$ cat src/rtl/col_remap_pkg.sv
// Package: col_remap_pkg
// Holds the default geometry of the remapper and a width helper.
// Assumes every count is a power of two where it is used as an address.
package col_remap_pkg;

    localparam int unsigned DEF_CACHE_BYTES = 32768;
    localparam int unsigned DEF_BLOCK_BYTES = 32;
    localparam int unsigned DEF_BLOCKS      = 4;

    // Bits needed to hold values 0..n (at least one bit)
    function automatic int unsigned bits_for(input int unsigned n);
        int unsigned w;
        w = 1;
        while ((1 << w) <= n) w++;
        return w;
    endfunction

endpackage

$ cat src/rtl/col_remap_store.sv
// Module: col_remap_store
// Holds one fault word per cache row. It has one synchronous write
// port and one combinational read port.
// Assumes: synchronous active-low reset clears all words (all blocks healthy);
// a read of the row being written returns the old word until the edge.
module col_remap_store #(
    parameter int unsigned ROWS   = 256,
    parameter int unsigned BLOCKS = 4,
    localparam int unsigned ROW_W = $clog2(ROWS)
) (
    input  logic              clk,
    input  logic              rst_n,
    input  logic              wr_en,
    input  logic [ROW_W-1:0]  wr_row,
    input  logic [BLOCKS-1:0] wr_word,
    input  logic [ROW_W-1:0]  rd_row,
    output logic [BLOCKS-1:0] rd_word
);

    logic [BLOCKS-1:0] words [ROWS];

    // Clear on reset, otherwise store the incoming fault word
    always_ff @(posedge clk) begin
        if (!rst_n) begin
            for (int r = 0; r < ROWS; r++) begin
                words[r] <= '0;
            end
        end else if (wr_en) begin
            words[wr_row] <= wr_word;
        end
    end

    // Same-cycle read of the addressed row
    always_comb begin
        rd_word = words[rd_row];
    end

endmodule

$ cat src/rtl/col_remap_rank.sv
// Module: col_remap_rank
// For each block of a row, counts the faulty and the healthy blocks below
// it, and also the total number of healthy blocks in the row.
// Assumes: fault bit i set means block i is faulty.
module col_remap_rank #(
    parameter int unsigned BLOCKS = 4,
    localparam int unsigned CNT_W = col_remap_pkg::bits_for(BLOCKS)
) (
    input  logic [BLOCKS-1:0]       faults,
    output logic [BLOCKS*CNT_W-1:0] fault_below,
    output logic [BLOCKS*CNT_W-1:0] heal_below,
    output logic [CNT_W-1:0]        heal_total
);

    for (genvar i = 0; i < BLOCKS; i++) begin : g_blk
        logic [CNT_W-1:0] f_acc;
        logic [CNT_W-1:0] h_acc;

        // Prefix counts of faulty and healthy blocks under block i
        always_comb begin
            f_acc = '0;
            h_acc = '0;
            for (int j = 0; j < i; j++) begin
                f_acc = f_acc + CNT_W'(faults[j]);
                h_acc = h_acc + CNT_W'(!faults[j]);
            end
        end

        assign fault_below[i*CNT_W +: CNT_W] = f_acc;
        assign heal_below[i*CNT_W +: CNT_W]  = h_acc;
    end

    // Total healthy blocks in the row
    always_comb begin
        heal_total = '0;
        for (int j = 0; j < BLOCKS; j++) begin
            heal_total = heal_total + CNT_W'(!faults[j]);
        end
    end

endmodule

$ cat src/rtl/col_remap_select.sv
// Module: col_remap_select
// Picks the physical column. A healthy block passes through unchanged.
// The k-th faulty block (ascending) takes the healthy block of rank
// k mod H, where H is the number of healthy blocks.
// A row with no healthy block is flagged, and its column passes through.
module col_remap_select #(
    parameter int unsigned BLOCKS = 4,
    localparam int unsigned COL_W = $clog2(BLOCKS),
    localparam int unsigned CNT_W = col_remap_pkg::bits_for(BLOCKS)
) (
    input  logic [COL_W-1:0]        col,
    input  logic [BLOCKS-1:0]       faults,
    input  logic [BLOCKS*CNT_W-1:0] fault_below,
    input  logic [BLOCKS*CNT_W-1:0] heal_below,
    input  logic [CNT_W-1:0]        heal_total,
    output logic [COL_W-1:0]        phys,
    output logic                    dead
);

    logic [CNT_W-1:0] my_rank;
    logic [CNT_W-1:0] target;

    // Rank of the requested block among the faulty ones
    always_comb begin
        my_rank = fault_below[int'(col)*CNT_W +: CNT_W];
    end

    // Wrap the rank onto the healthy set and search for the matching block
    always_comb begin
        dead   = (heal_total == '0);
        target = '0;
        phys   = col;
        if (!dead && faults[col]) begin
            target = my_rank % heal_total;
            for (int j = 0; j < BLOCKS; j++) begin
                if (!faults[j] && heal_below[j*CNT_W +: CNT_W] == target) begin
                    phys = COL_W'(j);
                end
            end
        end
    end

endmodule

$ cat src/rtl/col_remap.sv
// Module: col_remap (top)
// Fault-aware column remapper for a direct-mapped cache. The row index
// reads a per-row fault word in the same cycle as the data array, and the
// column select is rewritten so that no faulty block is used.
// Assumes: BLOCKS is a power of two of at least 2; self-test loads fault
// words through the cfg_* port; all lookup outputs are combinational.
module col_remap
    import col_remap_pkg::*;
#(
    parameter int unsigned CACHE_BYTES = DEF_CACHE_BYTES,
    parameter int unsigned BLOCK_BYTES = DEF_BLOCK_BYTES,
    parameter int unsigned BLOCKS      = DEF_BLOCKS,
    localparam int unsigned ROWS  = CACHE_BYTES / (BLOCK_BYTES * BLOCKS),
    localparam int unsigned ROW_W = $clog2(ROWS),
    localparam int unsigned COL_W = $clog2(BLOCKS),
    localparam int unsigned CNT_W = bits_for(BLOCKS)
) (
    input  logic              clk,
    input  logic              rst_n,
    input  logic              cfg_we,
    input  logic [ROW_W-1:0]  cfg_row,
    input  logic [BLOCKS-1:0] cfg_wdata,
    input  logic [ROW_W-1:0]  lk_row,
    input  logic [COL_W-1:0]  lk_col,
    output logic [COL_W-1:0]  phys_col,
    output logic              row_dead,
    output logic [COL_W-1:0]  tag_col
);

    logic [BLOCKS-1:0]       row_faults;
    logic [BLOCKS*CNT_W-1:0] fault_below;
    logic [BLOCKS*CNT_W-1:0] heal_below;
    logic [CNT_W-1:0]        heal_total;

    col_remap_store #(.ROWS(ROWS), .BLOCKS(BLOCKS)) u_store (
        .clk     (clk),
        .rst_n   (rst_n),
        .wr_en   (cfg_we),
        .wr_row  (cfg_row),
        .wr_word (cfg_wdata),
        .rd_row  (lk_row),
        .rd_word (row_faults)
    );

    col_remap_rank #(.BLOCKS(BLOCKS)) u_rank (
        .faults      (row_faults),
        .fault_below (fault_below),
        .heal_below  (heal_below),
        .heal_total  (heal_total)
    );

    col_remap_select #(.BLOCKS(BLOCKS)) u_sel (
        .col         (lk_col),
        .faults      (row_faults),
        .fault_below (fault_below),
        .heal_below  (heal_below),
        .heal_total  (heal_total),
        .phys        (phys_col),
        .dead        (row_dead)
    );

    // Original column bits travel on to widen the tag
    assign tag_col = lk_col;

endmodule

$ cat config.mk
export PLATFORM = sky130hd
export DESIGN_NAME = col_remap
export DESIGN_NICKNAME = d
export VERILOG_FILES = /design/src/rtl/col_remap_pkg.sv /design/src/rtl/col_remap_store.sv /design/src/rtl/col_remap_rank.sv /design/src/rtl/col_remap_select.sv /design/src/rtl/col_remap.sv
export SDC_FILE = /design/constraint.sdc
export NUM_CORES = 2
export LEC_CHECK = 0
export BUFFER_PORTS_ARGS = -buffer_cell sky130_fd_sc_hd__buf_2
export CORE_MARGIN = 2
export CORE_UTILIZATION = 30
export DETAILED_ROUTE_END_ITERATION = 16
export SETUP_SLACK_MARGIN = 0.05
export SLEW_MARGIN = 15
export SYNTH_ARGS = -nofsm -noshare
export SYNTH_HDL_FRONTEND = slang
export SYNTH_SLANG_ARGS = --single-unit
$ cat constraint.sdc
create_clock -name clk -period 12.62 [get_ports clk]
set_input_delay 1.262 -clock clk [delete_from_list [all_inputs] [get_ports clk]]
set_output_delay 1.262 -clock clk [all_outputs]
set_load 0.02 [all_outputs]
Word level (Yosys, flattened, before mapping)
Memories as Yosys holds them, arrays and structs flattened.
Index checks and enable logic that the tools add are counted.
- memories: 1
- word-level logic and storage cells: 40
- register bits: 0
- memory bits (writable): 1024
- output and inout port bits: 5
- divide/modulo/power cells: 1
- $mul: 1
- equal/unequal tests: 3
- reduce and logical (&&, ||, !) cells: 13
- shifts and indexed selects: 1
- magnitude comparators: 1
- multiplexer cells: 14
- add/subtract/negate cells: 5
- memories (name ; depth ; width ; read ports ; clocked after Yosys merged registers in ; wr ports ; line ; text):
    u_store.words ; 256 ; 4 ; 1 ; 0 ; 256 ; col_remap_store.sv:20 ; logic [BLOCKS-1:0] words [ROWS];
- operators with widths (cell ; count):
    $shiftx A12 B5 Y3 ; 1
    $mux W2 ; 5
    $add A3 B1 Y3 ; 3
    $mux W8 ; 1
    $logic_not A3 Y1 ; 2
    $mux W1 ; 6
    $logic_and A1 B1 Y1 ; 5
    $logic_not A1 Y1 ; 5
    $add A1 B1 Y2 ; 2
    $mul A2 B2 Y4 const B ; 1
    $mux W4 ; 1
    $reduce_or A4 Y1 ; 1
    $eq A1 B3 Y1 ; 1
    $eq A2 B3 Y1 ; 1
    $eq A3 B3 Y1 ; 1
    $lt A2 B3 Y1 const B ; 1
    $mod A3 B3 Y3 ; 1
    $bmux W1 S2 ; 1

Depth between registers and ports, before layout
An unclocked memory read counts as a cell.
- word-level depth: 13
- mapped depth: 39
- gate-level depth less buffers: 32

Cells and area by module
Synthesis repeated with hierarchy kept, for this count alone.
- cells, all modules: 3915
- area total of the unflattened synthesis: 50489.7 µm²
- modules (own cells, without submodules) (module ; area each (µm²) ; cells an instance ; instances):
    col_remap_store ; 49383.6 ; 3789 ; 1
    col_remap_select ; 812.0 ; 93 ; 1
    col_remap_rank ; 279.0 ; 31 ; 1
    col_remap ; 15.0 ; 2 ; 1

Worst setup path after synthesis
OpenSTA, ideal clock, no wires.
- kind: input to output
- start point: input port lk_row[0]
- end point: output port phys_col[1]
- path slack: 2.621 ns
- arrival time: 8.737 ns
- buffers on the path: 6
- data required time: 11.358 ns
- cell stages on the path: 36
- cells stage by stage: buf_6 -> buf_8 -> buf_12 -> buf_6 -> buf_4 -> buf_4 -> mux4_2 -> o211ai_1 -> nand2_1 -> o21a_1 -> a311oi_1 -> a22o_1 -> inv_1 -> fa_1 -> inv_1 -> ha_1 -> inv_1 -> fa_1 -> a31oi_1 -> a31oi_1 -> ha_1 -> nor2b_1 -> o21ai_0 -> o21ai_0 -> a221oi_4 -> inv_2 -> ha_1 -> nor2b_1 -> nor2_1 -> mux2i_1 -> xnor2_1 -> nand2_1 -> a31oi_1 -> o211ai_1 -> a32oi_1 -> a2bb2oi_1
- longest elaborated chain between the ends: 13
- RTL lines (element ; line ; text):
    from (decl) ; col_remap.sv:23 ; input logic [ROW_W-1:0] lk_row,
    $mem_v2 Z256 W4 * ; -- ;
    $logic_not A1 Y1 ; col_remap_rank.sv:25, col_remap_rank.sv:37, col_remap_select.sv:36 ;
    $add A1 B1 Y2 ; col_remap_rank.sv:25, col_remap_rank.sv:37 ;
    $add A3 B1 Y3 ; col_remap_rank.sv:25, col_remap_rank.sv:37 ;
    $add A3 B1 Y3 ; col_remap_rank.sv:37 ; heal_total = heal_total + CNT_W'(!faults[j]);
    $mod A3 B3 Y3 ; col_remap_select.sv:34 ; target = my_rank % heal_total;
    $logic_not A3 Y1 ; col_remap_select.sv:36 ; if (!faults[j] && heal_below[j*CNT_W +: CNT_W] == target) begin
    $logic_and A1 B1 Y1 ; col_remap_select.sv:36 ;
    $mux W2 (4 in a row) ; col_remap_select.sv:36 ;
    $mux W2 * ; col_remap_select.sv:33 ; if (!dead && faults[col]) begin
    to (decl) ; col_remap.sv:25 ; output logic [COL_W-1:0] phys_col,
Every way passes the cells marked *; elsewhere a longest branch is shown, timed or not. The select of a mux whose other input is x is not followed.

Final worst setup path
Ends and elaborated chain as after synthesis.

==> impl_metrics.csv <==
group,metric,value,unit
clock_tree,cts_tree,"built",
critical_path,cp_num_buf_inv,6,
synthesis,synth_edf_count,1024,
grt,grt_usage,0.166,
synthesis,synthFlopType,"edfxtp_1",
place,hpwl,89000,microns
synthesis,synthArstFlopShare,0,
run_status,status,"finished clean",
floorplan,rows,150,
clock_tree,cts_hold_buf,0,
critical_path,worst_path_max_delay_cell,"and2_2",
sta,tns,0,ps
synthesis,netlist_instances,3943,
critical_path,arrival,10510,ps
critical_path,endpoint,"phys_col[1]",
sta,worst_slew_margin_rel,0.129,
grt,antenna_found_initial,11,
sta,worstMarginPinSlew,1300,ps
sta,hold_violations,0,
floorplan,start_util,0.302,
synthesis,yosys_warnings,0,
synthesis,synth_area_leaders,"edfxtp_1, and3_1, mux4_2",
grt,grt_pass1_wl,215000,microns
critical_path,critPathRequiredTime,11360,ps
route,drc,0,
sta,finalCritPeriodShare,0.933,
critical_path,max_stage_delay,790,ps
floorplan,die_area,172000,sq um
sta,fmax,0.0849,GHz
clock_tree,path_clk_slew,60,ps
floorplan,die_h,414,microns
route,drtPass1Iterations,6,
layout,utilization,0.333,
floorplan,die_w,414,microns
synthesis,synth_seq_cells,1024,
clock_tree,cts_buffer_depth,3,
critical_path,crit_type,"in2out",
critical_path,path_delay_family,"simple AND/OR/NAND/NOR gates",
clock_tree,cts.sinks,1024,
critical_path,startpoint_type,"input pin",
hold_path,hold_class,"in2reg",
pwr,p_leak,22.0,nW
route,drt_iter0_drc,4290,
clock_tree,cts_root_buf,"clkbuf_16",
layout,top_register,"u_store.words",
route,drtAntennaViolNets,0,
route,wl_per_cell,24.7,microns
sta,slew_viol_final,0,
place,numPortBuffers,29,
pwr,peakVddDrop,0.0990,mV
route,via_per_inst,5.45,
layout,syn_to_final_growth,10.3,%
grt,grt_overflow_total,0,
clock_tree,htree_levels,3,
synthesis,netlist.area_leader.share,0.609,
synthesis,synth_cell_types,71,
synthesis,ys_seq_area_frac,0.609,
sta,setup_viol,0,
synthesis,syn_nets,3984,
critical_path,path_max_fanout,60,
run,cap_viol_max_count,0,
synthesis,synth_area_leader_cell,"edfxtp_1",
synthesis,synth_area,50500,sq um
synthesis,synth_area_per_cell,12.8,sq um
sta,period_needed,11770,ps
critical_path,crit_path_end_kind,"primary output",
critical_path,worstSetupPathDepth,33,
pwr,p_per_area,146,nW/um^2
floorplan,coreArea,167000,sq um
layout,final_nets,3716,
layout,biggestRegsByFlops,"u_store.words x1024",
place,gp_congestion,0.853,
route,wirelength,148000,microns
floorplan,io_pins,30,
critical_path,startpoint,"lk_row[0]",
layout,largest_reg_flops,1024,
layout,drive_above_1_share,0.131,
clock_tree,numCtsBuffers,109,
grt,grt_pass1_vias,31084,
grt,grt_start_max_net_pins,115,
sta,grt_setup_unrepaired,"false",
route,via_count,32530,
-- through the flow --
step / hold slack [ps] / power [mW] / cell area (sq um) / setup slack, ps / instances
global placement: 1890 / 5.05 / 52200 / 864 / 5767
CTS: 1160 / 8.15 / 55600 / 844 / 5960
finish: 1160 / 8.14 / 55700 / 846 / 5966
detailed placement: 1900 / 5.05 / 52200 / 868 / 5767
floorplan: 1680 / 4.72 / 50500 / 2620 / 3943
global route: 1170 / 8.36 / 55700 / 56.2 / 5964
-- where the power goes --
group	switching (mW)	internal, mW
Combinational	0.680	0.360
Clock	1.36	1.78
Sequential	0.0546	3.90
Total	2.09	6.04
-- cell families (layout without fill, tap and decap cells) --
family,count (synthesis),in the layout,synth area share
other,0,5,0
XOR/XNOR,4,4,0.000694
AO/OA/AOI/OAI,285,285,0.0405
flip-flops,1024,1024,0.609
adder cells (fa/ha/maj),16,16,0.00441
AND/OR/NAND/NOR,1766,1767,0.189
multiplexers,341,341,0.113
buffers and inverters,507,320,0.0432
-- synthesized netlist by cell type, drive strengths merged, types with 4 or more instances --
master   count
a22o        13
mux2        15
mux2i      148
nor2b       20
a2111oi      7
a21oi       42
a31oi       10
o22ai        6
o211ai       7
nor3        19
ha          13
inv         19
nand2b      20
a221oi      27
a32oi        6
or3          4
and2       138
mux4       178
and3       908
or2          5
nand3       44
o21ai       58
nand2      504
nor2        82
a211oi       9
nand4       11
a22oi       73
buf         82
edfxtp    1024
clkbuf     405
-- timing repair --
action / in CTS / in global routing
resized for setup: 0 / 0
hold endpoints to repair: 0 / 0
endpoints found under the setup margin: 0 / 1
buffers inserted: 0 / 0
-- area by class of cell --
type / count / area (sq um)
inverter: 20 / 75.1
multi-input combinational: 2413 / 17800
clock inverter: 69 / 588
timing repair buffer: 107 / 871
sequential: 1024 / 30700
clock buffer: 124 / 2830
antenna: 5 / 12.5
tap: 2204 / 2760
fill: 16142 / 111000
-- worst min-delay path by stage --
stage	start	to	slack, ps	cells past startpoint
2_1_floorplan	cfg_wdata[3]	u_store.words[66][3]	1680	2
3_3_place_gp	cfg_wdata[2]	u_store.words[152][2]	1890	2
3_5_place_dp	cfg_wdata[2]	u_store.words[152][2]	1900	2
4_1_cts	cfg_wdata[2]	u_store.words[152][2]	1160	2
5_1_grt	cfg_wdata[2]	u_store.words[156][2]	1170	2
6_report	cfg_wdata[2]	u_store.words[152][2]	1160	2
-- cells in the final DEF (no fill, tap or decap), types with 10 or more instances in the layout --
| cell | n |
|---|---|
| nor3_1 | 10 |
| inv_1 | 18 |
| and3_1 | 908 |
| buf_4 | 72 |
| and2_1 | 136 |
| nor2_4 | 21 |
| nand2b_1 | 20 |
| nor2_1 | 60 |
| buf_2 | 21 |
| clkinv_1 | 27 |
| a22oi_1 | 72 |
| nand3_1 | 44 |
| o21ai_0 | 58 |
| a221oi_1 | 26 |
| mux4_2 | 163 |
| mux2i_1 | 148 |
| mux2_2 | 15 |
| clkbuf_1 | 13 |
| nor2b_1 | 16 |
| nand4_1 | 11 |
| nand2_1 | 504 |
| a21oi_1 | 42 |
| ha_1 | 13 |
| clkbuf_16 | 111 |
| clkinv_2 | 23 |
| a22o_1 | 13 |
| edfxtp_1 | 1024 |
| mux4_1 | 15 |
-- routing by layer --
metal,global-route usage,part of all wire
met4,0.0580,0.034
met5,0,0.00018
met3,0.0300,0.081
met2,0.264,0.47
met1,0.228,0.41
(Power assumes the default switching activity.)
